===== config.mk =====
export PLATFORM = sky130hd
export DESIGN_NAME = adc_seq_ctrl
export DESIGN_NICKNAME = d
export VERILOG_FILES = /design/src/rtl/adc_seq_pkg.sv /design/src/rtl/adc_ctrl_reg.sv /design/src/rtl/adc_seq_engine.sv /design/src/rtl/adc_result_bank.sv /design/src/rtl/adc_seq_ctrl.sv
export SDC_FILE = /design/constraint.sdc
export NUM_CORES = 1
export LEC_CHECK = 0
export BUFFER_PORTS_ARGS = -buffer_cell sky130_fd_sc_hd__buf_2
export CAP_MARGIN = 30
export CORE_MARGIN = 1
export CORE_UTILIZATION = 60
export CTS_CLUSTER_SIZE = 10
export DETAILED_ROUTE_END_ITERATION = 6
export PLACE_DENSITY = 0.8
export SYNTH_ARGS = -nofsm -noshare
export SYNTH_HDL_FRONTEND = slang
export SYNTH_SLANG_ARGS = --single-unit

===== constraint.sdc =====
create_clock -name clk -period 3.1 [get_ports clk]
set_clock_uncertainty 0.1 [all_clocks]
set_input_delay 0.155 -clock clk [delete_from_list [all_inputs] [get_ports clk]]
set_output_delay 0.155 -clock clk [all_outputs]
set_load 0.02 [all_outputs]

===== src/rtl/adc_seq_pkg.sv =====
package adc_seq_pkg;
  localparam int CH_W = 3;
  localparam int B_FLAG  = 7;
  localparam int B_IE    = 6;
  localparam int B_START = 5;
  localparam int B_SCAN  = 4;
  localparam int B_CKS   = 3;

  // first channel of a run: the code itself in single mode, group base in scan
  function automatic logic [CH_W-1:0] grp_first(input logic scan, input logic [CH_W-1:0] code);
    return scan ? {code[CH_W-1], {(CH_W-1){1'b0}}} : code;
  endfunction

  // last channel of a run equals the code in both modes
  function automatic logic [CH_W-1:0] grp_last(input logic [CH_W-1:0] code);
    return code;
  endfunction

  function automatic int conv_len(input logic cks, input int slow, input int fast);
    return cks ? fast : slow;
  endfunction
endpackage


===== src/rtl/adc_ctrl_reg.sv =====
module adc_ctrl_reg
  import adc_seq_pkg::*;
(
  input  logic       clk,
  input  logic       rst_n,
  input  logic       standby,
  input  logic       wr_csr,
  input  logic       rd_csr,
  input  logic [7:0] wdata,
  input  logic       pass_done,
  input  logic       single_done,
  input  logic       xfer_ack,
  output logic [7:0] csr
);
  logic flag, ie, start, scan, cks, armed;
  logic [CH_W-1:0] code;
  logic flag_clr;

  assign flag_clr = xfer_ack | (wr_csr & ~wdata[B_FLAG] & armed);
  assign csr = {flag, ie, start, scan, cks, code};

  always_ff @(posedge clk) begin
    if (!rst_n) begin
      flag <= 1'b0; ie <= 1'b0; start <= 1'b0; scan <= 1'b0;
      cks <= 1'b0; code <= '0; armed <= 1'b0;
    end else if (standby) begin
      flag <= 1'b0; start <= 1'b0; armed <= 1'b0;
    end else begin
      if (wr_csr) begin
        ie    <= wdata[B_IE];
        start <= wdata[B_START];
        scan  <= wdata[B_SCAN];
        cks   <= wdata[B_CKS];
        code  <= wdata[CH_W-1:0];
        armed <= 1'b0;
      end else begin
        if (single_done) start <= 1'b0;
        if (rd_csr) armed <= flag;
      end
      if (pass_done)     flag <= 1'b1;
      else if (flag_clr) flag <= 1'b0;
    end
  end

  assert_flag_set_R5: assert property (@(posedge clk) disable iff (!rst_n)
    (pass_done && !standby) |=> flag);
  assert_standby_R9: assert property (@(posedge clk) disable iff (!rst_n)
    standby |=> (!flag && !start));
  assert_w1_keeps_R7: assert property (@(posedge clk) disable iff (!rst_n)
    (wr_csr && wdata[B_FLAG] && flag && !xfer_ack && !standby) |=> flag);
  assert_unarmed_keeps_R7: assert property (@(posedge clk) disable iff (!rst_n)
    (wr_csr && !armed && flag && !xfer_ack && !standby) |=> flag);
  assert_ack_clears_R8: assert property (@(posedge clk) disable iff (!rst_n)
    (xfer_ack && !pass_done) |=> !flag);
endmodule


===== src/rtl/adc_seq_engine.sv =====
module adc_seq_engine
  import adc_seq_pkg::*;
#(
  parameter int LEN_SLOW = 274,
  parameter int LEN_FAST = 138
) (
  input  logic            clk,
  input  logic            rst_n,
  input  logic            standby,
  input  logic            start,
  input  logic            scan,
  input  logic            cks,
  input  logic [CH_W-1:0] code,
  output logic            busy,
  output logic [CH_W-1:0] cur_ch,
  output logic            conv_done,
  output logic            pass_done
);
  localparam int LEN_MAX = (LEN_SLOW > LEN_FAST) ? LEN_SLOW : LEN_FAST;
  localparam int CNT_W   = $clog2(LEN_MAX);

  logic [CNT_W-1:0] cnt, last_cnt;
  logic             wrap;

  assign last_cnt  = CNT_W'(conv_len(cks, LEN_SLOW, LEN_FAST) - 1);
  assign conv_done = busy & start & (cnt >= last_cnt);
  assign wrap      = cur_ch >= grp_last(code);
  assign pass_done = conv_done & (~scan | wrap);

  always_ff @(posedge clk) begin
    if (!rst_n) begin
      busy <= 1'b0; cnt <= '0; cur_ch <= '0;
    end else if (standby || !start) begin
      busy <= 1'b0; cnt <= '0;
    end else if (!busy) begin
      busy <= 1'b1; cnt <= '0; cur_ch <= grp_first(scan, code);
    end else if (conv_done) begin
      cnt <= '0;
      if (scan) cur_ch <= wrap ? grp_first(1'b1, code) : cur_ch + 1'b1;
      else      busy   <= 1'b0;
    end else begin
      cnt <= cnt + 1'b1;
    end
  end

  assert_abort_R6: assert property (@(posedge clk) disable iff (!rst_n)
    (!start || standby) |=> !busy);
  assert_cnt_bound_R3: assert property (@(posedge clk) disable iff (!rst_n)
    busy |-> (int'(cnt) < LEN_MAX));
  assert_single_stop_R2: assert property (@(posedge clk) disable iff (!rst_n)
    (conv_done && !scan) |=> !busy);
  assert_scan_cont_R5: assert property (@(posedge clk) disable iff (!rst_n)
    (conv_done && scan && !standby) |=> busy);
  assert_scan_range_R4: assert property (@(posedge clk) disable iff (!rst_n)
    (busy && scan && $stable(code)) |-> (cur_ch[CH_W-1] == code[CH_W-1]));
endmodule


===== src/rtl/adc_result_bank.sv =====
module adc_result_bank #(
  parameter int CH_W  = 3,
  parameter int RES_W = 10
) (
  input  logic             clk,
  input  logic             rst_n,
  input  logic             load,
  input  logic [CH_W-1:0]  sel,
  input  logic [RES_W-1:0] din,
  input  logic [CH_W-1:0]  rd_sel,
  output logic [RES_W-1:0] rd_val
);
  localparam int NCH = 1 << CH_W;
  logic [RES_W-1:0] regs [NCH];

  for (genvar i = 0; i < NCH; i++) begin : g_ch
    always_ff @(posedge clk) begin
      if (!rst_n)                              regs[i] <= '0;
      else if (load && sel == CH_W'(i))        regs[i] <= din;
    end
    assert_hold_R6: assert property (@(posedge clk) disable iff (!rst_n)
      !(load && sel == CH_W'(i)) |=> $stable(regs[i]));
  end

  assign rd_val = regs[rd_sel];

  assert_load_R2: assert property (@(posedge clk) disable iff (!rst_n)
    load |=> (regs[$past(sel)] == $past(din)));
endmodule


===== src/rtl/adc_seq_ctrl.sv =====
module adc_seq_ctrl
  import adc_seq_pkg::*;
#(
  parameter int RES_W    = 10,
  parameter int LEN_SLOW = 274,
  parameter int LEN_FAST = 138
) (
  input  logic             clk,
  input  logic             rst_n,
  input  logic             standby,
  input  logic             xfer_ack,
  input  logic [3:0]       bus_addr,
  input  logic             bus_wr,
  input  logic             bus_rd,
  input  logic [7:0]       bus_wdata,
  output logic [RES_W-1:0] bus_rdata,
  input  logic [RES_W-1:0] sample_in,
  output logic             irq
);
  localparam int NCH = 1 << CH_W;

  logic            sel_csr, wr_csr, rd_csr;
  logic [7:0]      csr;
  logic            busy, conv_done, pass_done, single_done;
  logic [CH_W-1:0] cur_ch;
  logic [RES_W-1:0] res_val;

  assign sel_csr     = bus_addr == 4'(NCH);
  assign wr_csr      = bus_wr & sel_csr;
  assign rd_csr      = bus_rd & sel_csr;
  assign single_done = conv_done & ~csr[B_SCAN];

  adc_ctrl_reg u_reg (
    .clk(clk), .rst_n(rst_n), .standby(standby), .wr_csr(wr_csr), .rd_csr(rd_csr),
    .wdata(bus_wdata), .pass_done(pass_done), .single_done(single_done),
    .xfer_ack(xfer_ack), .csr(csr));

  adc_seq_engine #(.LEN_SLOW(LEN_SLOW), .LEN_FAST(LEN_FAST)) u_eng (
    .clk(clk), .rst_n(rst_n), .standby(standby), .start(csr[B_START]),
    .scan(csr[B_SCAN]), .cks(csr[B_CKS]), .code(csr[CH_W-1:0]),
    .busy(busy), .cur_ch(cur_ch), .conv_done(conv_done), .pass_done(pass_done));

  adc_result_bank #(.CH_W(CH_W), .RES_W(RES_W)) u_bank (
    .clk(clk), .rst_n(rst_n), .load(conv_done), .sel(cur_ch), .din(sample_in),
    .rd_sel(bus_addr[CH_W-1:0]), .rd_val(res_val));

  assign bus_rdata = sel_csr ? {{(RES_W-8){1'b0}}, csr} :
                     bus_addr[3] ? '0 : res_val;
  assign irq = csr[B_FLAG] & csr[B_IE];

  assert_irq_R10: assert property (@(posedge clk) disable iff (!rst_n)
    (pass_done && csr[B_IE] && !standby) |=> irq);
endmodule


### Word level (Yosys, flattened, before mapping)

Memories as Yosys holds them, arrays and structs flattened.
Cells that the tools add are included.

| operators by class | value |
|---|---|
| multiplexer cells | 48 |
| reductions and logical operators | 19 |
| equality and inequality tests | 10 |
| $lt $le $gt $ge | 2 |
| $add $sub $neg | 3 |
| bitwise operators | 25 |

Operators with widths:

| kind | number |
|---|---|
| $mux W10 | 10 |
| $mux W1 | 32 |
| $eq A3 B3 Y1 const B | 4 |
| $mux W3 | 4 |
| $or A1 B1 Y1 | 10 |
| $add A9 B1 Y9 const B | 1 |
| $and A1 B1 Y1 | 9 |
| $ge A9 B9 Y1 | 1 |
| $mux W9 | 1 |
| $sub A9 B2 Y9 const B | 1 |
| $logic_and A1 B1 Y1 | 8 |
| $eq A3 B2 Y1 const B | 2 |
| $not A1 Y1 | 6 |
| $eq A4 B4 Y1 const B | 1 |
| $ne A2 B2 Y1 const B | 2 |
| $reduce_bool A2 Y1 | 2 |
| $reduce_or A2 Y1 | 2 |
| $reduce_or A4 Y1 | 1 |
| $add A3 B1 Y3 const B | 1 |
| $eq A3 B1 Y1 const B | 1 |
| $ge A3 B3 Y1 | 1 |
| $logic_not A3 Y1 | 1 |
| $reduce_and A3 Y1 | 1 |
| $reduce_or A3 Y1 | 1 |
| other kinds (4) | 4 |

| word-level totals | value |
|---|---|
| memories | 1 |
| output and inout port bits | 11 |
| input bits | 28 |
| RAM bits | 80 |
| register bits after elaboration | 22 |
| logic and storage cells | 118 |

Memories:

| name | words | bits a word | rd ports | clocked after memory_dff | wr ports | RTL line | RTL |
|---|---|---|---|---|---|---|---|
| u_bank.regs | 8 | 10 | 1 | 0 | 8 | adc_result_bank.sv:14 | `logic [RES_W-1:0] regs [NCH];` |

### Depth between registers and ports, before layout

Gate-level depths: netlist (run 1).

| logic depth | value |
|---|---|
| depth in word-level cells | 9 |
| mapped depth | 8 |
| gate-level depth less buffers | 6 |

### By module

A second synthesis (run 1) with hierarchy kept.

| second synthesis, totals | value |
|---|---|
| cell total of the unflattened synthesis | 403 |
| area total of the unflattened synthesis | 5122.4 sq um |

By module, submodules not included:

| module | sequential area each (sq um) | cells each | area each (sq um) | instances |
|---|---|---|---|---|
| adc_result_bank | 2402.3 | 238 | 3661.0 | 1 |
| adc_seq_engine | 260.2 | 92 | 834.6 | 1 |
| adc_ctrl_reg | 180.2 | 38 | 392.9 | 1 |
| adc_seq_ctrl | 0.0 | 35 | 234.0 | 1 |

### Worst setup path before layout (run 1)

OpenSTA, ideal clock, no wires.

| timing path | value |
|---|---|
| path kind | reg-to-reg |
| from | register u_reg.cks |
| to | memory u_bank.regs[4][0], enable pin |
| path buffers | 1 |
| stages on the path, launching flop included | 8 |
| arrival | 2.043 ns |
| slack | 0.566 ns |
| cell sequence | dfxtp_1 > inv_1 > ha_1 > nand2_1 > o21ai_1 > a21oi_4 > buf_4 > o21ai_0 |

RTL lines:

| what | RTL line | RTL |
|---|---|---|
| start: declaration | adc_ctrl_reg.sv:15 | `logic flag, ie, start, scan, cks, armed;` |
| start signal: assignment | adc_ctrl_reg.sv:33 | `cks <= wdata[B_CKS];` |
| end: declaration | adc_result_bank.sv:14 |  |

==> results by group, run 1 <==
Yosys
  • Synth Register Bits: between 100 and 150
  • Total number of yosys warnings: 0
  • Primary FF master, synth: edfxtp_1
  • Fraction of the yosys area taken by sequential cells: 57.0%
  • Synth Cell Area: 0.00499 mm^2
  • Unique cell type count in the Yosys netlist: 43
  • Ys async rst share: 0%
  • Post-synthesis instance total: between 400 and 500
  • Post-synth EDFFs: 80
  • Avg Inst Size Synth: 12.3 um^2
  • Synth Net Count: 450

Global routing
  • Vias in the first global route: 3368
  • First-pass GRT wire length: 17600 um
  • Largest net degree at the start of global routing: between 40 and 50
  • Antenna violations before repair: 0
  • Gr usage total: 27.4%
  • Grt ovf: 0

Setup path
  • Crit Path Max Fanout: 17
  • Critical Path Max Stage Delay: 0.48 ns
  • Crit path kind: reg2reg
  • CP Launch Type: register
  • WP data arrival: 2.77 ns
  • CP Capture Type: register
  • Crit path max-delay cell type: a21oi_4
  • Worst path required time: roughly 3.2 ns
  • Worst-path cell chain: inv_1 -> ha_1 -> a2111oi_4 -> o21ai_1 -> a21oi_4 -> o21ai_0 -> buf_4

Placement
  • Port-buffer cells: 38
  • DP Worst Slack: 0.408 ns
  • Gpl congestion: approximately 0.95
  • Number of instances in the placed design: 532
  • Post-DP HPWL: 7580 um

Finish
  • Commonest non-fill, non-tap cell in the layout: nor3_1
  • # nets final: 494
  • Non-filler cells, final: 558
  • Fillers: 538
  • Area grow syn2layout: 12.2%
  • Share of cells above drive strength 1: 19.7%
  • Commonest cells after routing, fill and taps aside: 83 x nor3_1, 80 x edfxtp_1, 39 x nand2_1
  • ANT cells: 0

Timing
  • Final hold violations: 0
  • Max_slew headroom: between 50% and 60%
  • Setup ws final: ~0.38 ns
  • Slew @ Worst Pin: 0.702 ns
  • Unrepaired setup endpoints after global routing: no
  • Final period utilization: about 88%
  • Setup TNS: 0 ns
  • Max Clk Rate: 367 MHz
  • Pins over their slew limit: 0
  • Final setup fails: 0
  • Final Critical Period: 2.72 ns
  • Hold_ws: 0.0567 ns

Clock tree
  • Skew-Pair Late Insertion Delay: between 0.3 and 0.4 ns
  • Htree depth: 3
  • CTS sink cnt: 102
  • Clock Path Buffers: 2
  • Post-CTS sizing: 0
  • Clk pin slew, worst setup/hold paths: 0.12 ns
  • Root Buffer: clkbuf_8
  • CTS tree: done
  • Inserted Clock Buffers: 9

Detailed routing
  • DRT Pass-1 Iters: 5
  • Remaining DRCs: 0
  • Routed len/inst: ~19 um
  • 1st-iter DRT viols: between 200 and 300
  • Post-route ant nets: 0
  • Via-to-Cell Ratio: 6.13
  • Drt total wl: roughly 11000 um
  • DR vias: around 3400

Power
  • Pwr Density: 457 mW/mm^2
  • LEAKAGE: between 1.5 and 2 nW
  • VDD IR-drop max: ~0.33 mV

Job
  • Max Cap Viol: 0

Floorplan
  • Initial Utilization: 63.2%
  • Die X: 93.2 um
  • Io pins: 39
  • Num rows: 32
  • CORE AREA: 0.00789 mm^2
  • Die area: between 0.008 and 0.009 mm^2
  • Die Span Y: 93.2 um

Outcome
  • Status: finished, final reports clean

Min path
  • Hold Crit Class: in2reg
==> worst paths after layout <==
kind | start | endpoint | slack (ns) | cells past startpoint
hold reg to reg | u_reg.armed$_SDFFE_PP0P_ | u_reg.armed$_SDFFE_PP0P_ | 0.39 | 2
setup reg to reg | u_reg.cks$_SDFFE_PN0P_ | u_bank.regs[3][9]$_SDFFCE_PN0P_ | 0.38 | 7
hold / removal | bus_wr | u_reg.armed$_SDFFE_PP0P_ | 0.06 | 3
setup / recovery | u_reg.cks$_SDFFE_PN0P_ | u_bank.regs[3][9]$_SDFFCE_PN0P_ | 0.38 | 7
==> cells in the mapped netlist (9+ instances only) <==
cell | number | area [um^2]
mux2i_1 | 19 | 190
ha_1 | 15 | 188
clkbuf_1 | 15 | 56.3
buf_2 | 9 | 45.0
nor3_1 | 83 | 415
mux4_2 | 20 | 450
inv_1 | 12 | 45.0
o21ai_0 | 20 | 100
nor2_1 | 13 | 48.8
nand2_1 | 39 | 146
edfxtp_1 | 80 | 2400
nor2b_1 | 11 | 68.8
dfxtp_1 | 22 | 440
==> worst max-delay path, delay by kind of cell, from the launching register on <==
family / cells / cell delay, ns
AO/OA/AOI/OAI: 4 / 1.39
adder cells (fa/ha/maj): 1 / 0.21
buffers and inverters: 2 / 0.37
flip-flops: 1 / 0.42
==> layout make-up <==
class                   count  area (um^2)  area share [%]
clock inverters             7         90.1            1.61
repair buffers             60          393            7.02
flip-flops and latches    102         2840            50.8
inverters                  12         45.0           0.805
multi-input cells         266         1970            35.3
clock buffers               9          124            2.21
well taps                 102          128            2.28
==> layer usage <==
metal	global-route usage, %	part of all wire (%)	vias to the layer above
li1	-	-	1615
met1	37.5	43	1666
met2	42.4	48	118
met3	6.75	6.3	24
met4	11.3	2.6	0
met5	0	0	-
==> power by group <==
group | internal, mW | switching [mW]
combinational | 0.0847 | 0.118
clock | 0.323 | 0.514
sequential | 1.51 | 0.0126
==> state kept, by name (all words and copies together), names as in the netlist <==
signal and flops:
u_eng.cur_ch 3, u_bank.regs 80, u_reg.cks 1, u_reg.code 3, u_eng.cnt 9, u_reg.armed 1
u_reg.ie 1, u_eng.busy 1, u_reg.scan 1, u_reg.flag 1, u_reg.start 1
==> cell families after synthesis <==
group                    synth area share, %
flip-flops                              57.0
adder cells (fa/ha/maj)                 3.76
XOR/XNOR                                1.23
AO/OA/AOI/OAI                           5.55
multiplexers                            12.8
AND/OR/NAND/NOR                         16.2
buffers and inverters                   3.39
==> through the flow <==
| step | utilization (%) | area, um^2 | total power, mW |
|---|---|---|---|
| detailed placement | 67.0 | 5280 | 1.74 |
| global placement | 66.9 | 5280 | 1.74 |
| finish | 71.0 | 5600 | 2.56 |
| global route | 71.0 | 5600 | 2.64 |
| CTS | 71.0 | 5600 | 2.57 |
| floorplan | - | 4990 | 1.66 |
==> repair_timing <==
| item | CTS | global route |
|---|---|---|
| hold buffers | 10 | 0 |
| setup buffers | 0 | 0 |
| setup endpoints to repair | 0 | 0 |
| endpoints found under the hold margin | 9 | 0 |
No activity file was read; power rests on OpenSTA's default activity.
==> run 2, diff against run 1 <==
SETUP_SLACK_MARGIN = 0.4   (was default)
==> results by group, run 2 (synthesis results as in run 1) <==
Detailed routing
  • DR vias: 3452 (+0.85%)
  • DRT Pass-1 Iters: 5 (unchanged)
  • Post-route ant nets: 0 (unchanged)
  • Via-to-Cell Ratio: 6.16 (+0.49%)
  • Remaining DRCs: 0 (unchanged)
  • 1st-iter DRT viols: 254 (-15%)
  • Routed len/inst: 19.4 um (+0.99%)
  • Drt total wl: 10900 um (+1.4%)

Global routing
  • Vias in the first global route: 3415 (+1.4%)
  • First-pass GRT wire length: 17800 um (+1.3%)
  • Antenna violations before repair: 0 (unchanged)
  • Gr usage total: 27.7% (+0.32 points)
  • Grt ovf: 0 (unchanged)
  • Largest net degree at the start of global routing: 42 (unchanged)

Power
  • Sequential Power Share: 59.4% (about the same)
  • Pint: 1.91 mW (about the same)
  • LEAKAGE: 1.97 nW (+0.74%)
  • Pwr Density: 455 mW/mm^2 (-0.52%)
  • Psw: 0.644 mW (-0.13%)
  • VDD IR-drop max: 0.330 mV (-0.27%)
  • Power share of the clock group: 32.7% (about the same)
  • Sw Ratio: 25.2% (-0.027 points)
  • Power share of the combinational group: 8.0% (about the same)

Clock tree
  • Skew-Pair Late Insertion Delay: 0.37 ns (about the same)
  • CTS tree: done
  • Root Buffer: clkbuf_8
  • Htree depth: 3 (unchanged)
  • Clk pin slew, worst setup/hold paths: 0.11 ns (about the same)
  • Clock Path Buffers: 2 (unchanged)
  • CTS sink cnt: 102 (unchanged)
  • Inserted Clock Buffers: 9 (unchanged)

Timing
  • Final Critical Period: 2.53 ns (-0.188 ns)
  • Pins over their slew limit: 0 (unchanged)
  • Max Clk Rate: 395 MHz (+7.4%)
  • Final hold violations: 0 (unchanged)
  • Slew @ Worst Pin: 0.711 ns (+0.00850 ns)
  • Max_slew headroom: 52.4% (-0.78 points)
  • Setup TNS: 0 ns (unchanged)
  • Final period utilization: 81.7% (-6.1 points)
  • Unrepaired setup endpoints after global routing: no
  • Final setup fails: 0 (unchanged)

Outcome
  • Status: finished, final reports clean

Floorplan
  • Die X: 93.2 um (unchanged)
  • CORE AREA: 0.00789 mm^2 (unchanged)
  • Num rows: 32 (unchanged)
  • Die Span Y: 93.2 um (unchanged)
  • Io pins: 39 (unchanged)
  • Die area: 0.00868 mm^2 (unchanged)
  • Initial Utilization: 63.2% (unchanged)

Min path
  • Hold Crit Class: in2reg
  • Hold Path Depth: 3 (unchanged)
  • Hold Startpoint: bus_wr
  • Worst hold endpoint: u_reg.armed$_SDFFE_PP0P_

Finish
  • Number of flip-flops in the largest register: 80 (unchanged)
  • # nets final: 496 (+0.40%)
  • Multi-input logic area: 0.00197 mm^2 (unchanged)
  • Fillers: 530 (-1.5%)
  • Finished Core Util: 71.3% (+0.35 points)
  • Share of cells above drive strength 1: 20.1% (+0.35 points)
  • Reg with most FFs: u_bank.regs
  • ANT cells: 0 (unchanged)
  • Commonest non-fill, non-tap cell in the layout: nor3_1
  • Commonest cells after routing, fill and taps aside: 83 x nor3_1, 80 x edfxtp_1, 39 x nand2_1
  • Largest registers: u_bank.regs (80), u_eng.cnt (9)
  • Register Area: 0.00284 mm^2 (unchanged)
  • Area grow syn2layout: 12.8%

Setup path
  • Crit Path Max Fanout: 10 (-7)
  • Crit path kind: reg2reg
  • WP data arrival: 2.53 ns (-0.24 ns)
  • Reg-to-Reg Start: u_reg.cks$_SDFFE_PN0P_
  • R2R depth: 8 (+1)
  • Flop2flop setup slack: 0.57 ns (+0.19 ns)
  • CP Launch Type: register
  • Reg2reg end: u_bank.regs[2][4]$_SDFFCE_PN0P_
  • CP Capture Type: register
  • Worst path required time: 3.10 ns (-0.05 ns)

Placement
  • Gpl congestion: 0.947 (unchanged)
  • Port-buffer cells: 38 (unchanged)
  • Post-DP HPWL: 7580 um (unchanged)

Job
  • Max Cap Viol: 0 (unchanged)
==> run 2: cell count changes in the layout (fill, tap and decap cells not counted), sizes merged <==
| cell | delta |
|---|---|
| buf | +2 |
==> run 2: critical path, cell delays in order, from the launching register on <==
cell     delay [ns]
dfxtp_1        0.42
inv_1          0.09
ha_1           0.28
nand2_1        0.06
o21ai_1        0.29
a21oi_4        0.11
buf_12         0.15
o21ai_0        0.50
buf_4          0.26
==> run 2: worst max-delay path by stage <==
| stage | depth (start not counted) | start | slack [ns] | end |
|---|---|---|---|---|
| finish | 8 | u_reg.cks$_SDFFE_PN0P_ | 0.57 | u_bank.regs[2][4]$_SDFFCE_PN0P_ |
| global route | 8 | u_reg.cks$_SDFFE_PN0P_ | 0.40 | u_bank.regs[2][4]$_SDFFCE_PN0P_ |
| CTS | 8 | u_reg.cks$_SDFFE_PN0P_ | 0.55 | u_bank.regs[3][3]$_SDFFCE_PN0P_ |
| detailed placement | 7 | u_reg.cks$_SDFFE_PN0P_ | 0.41 | u_bank.regs[2][9]$_SDFFCE_PN0P_ |
| global placement | 6 | u_reg.cks$_SDFFE_PN0P_ | 0.38 | u_bank.regs[3][4]$_SDFFCE_PN0P_ |
| floorplan | 7 | u_reg.cks$_SDFFE_PN0P_ | 0.57 | u_bank.regs[4][0]$_SDFFCE_PN0P_ |
==> run 2: power groups by stage <==
stage	combinational, mW	clock (mW)	sequential, mW
after detailed placement	0.193	0	1.55
after floorplan	0.120	0	1.54
after global placement	0.188	0	1.55
final	0.204	0.835	1.52
after global routing	0.216	0.902	1.52
after CTS	0.202	0.849	1.52
==> run 2: stage by stage <==
| stage | setup WS (ns) | instances | total power, mW | instance area, um^2 | hold slack (ns) |
|---|---|---|---|---|---|
| floorplan | 0.566 | 407 | 1.66 | 4990 | 0.131 |
| detailed placement | 0.408 | 532 | 1.74 | 5280 | 0.278 |
| finish | 0.567 | 560 | 2.56 | 5620 | 0.0646 |
| global placement | 0.383 | 531 | 1.74 | 5280 | 0.271 |
| CTS | 0.550 | 560 | 2.57 | 5620 | 0.0328 |
| global route | 0.401 | 560 | 2.64 | 5620 | 0.0746 |
==> run 2: final cells by class <==
| type | count | share of cell area, % |
|---|---|---|
| inverters | 12 | 0.801 |
| well taps | 102 | 2.27 |
| clock buffers | 9 | 2.20 |
| multi-input cells | 266 | 35.1 |
| repair buffers | 62 | 7.47 |
| clock inverters | 7 | 1.60 |
| flip-flops and latches | 102 | 50.5 |
==> run 2: routing by layer <==
metal | track usage (%) | up-vias | wire length, um
met4 | 10.0 | 0 | 218
met1 | 37.3 | 1655 | 4560
met3 | 6.99 | 19 | 805
li1 | - | 1617 | -
met2 | 44.1 | 161 | 5280
met5 | 0 | - | 0
==> run 2: timing repair <==
action,4_1_cts,5_1_grt
hold buffers,10,0
pin swaps,1,0
setup buffers,2,0
resized for setup,0,1
endpoints found under the setup margin,21,6
endpoints found under the hold margin,9,0
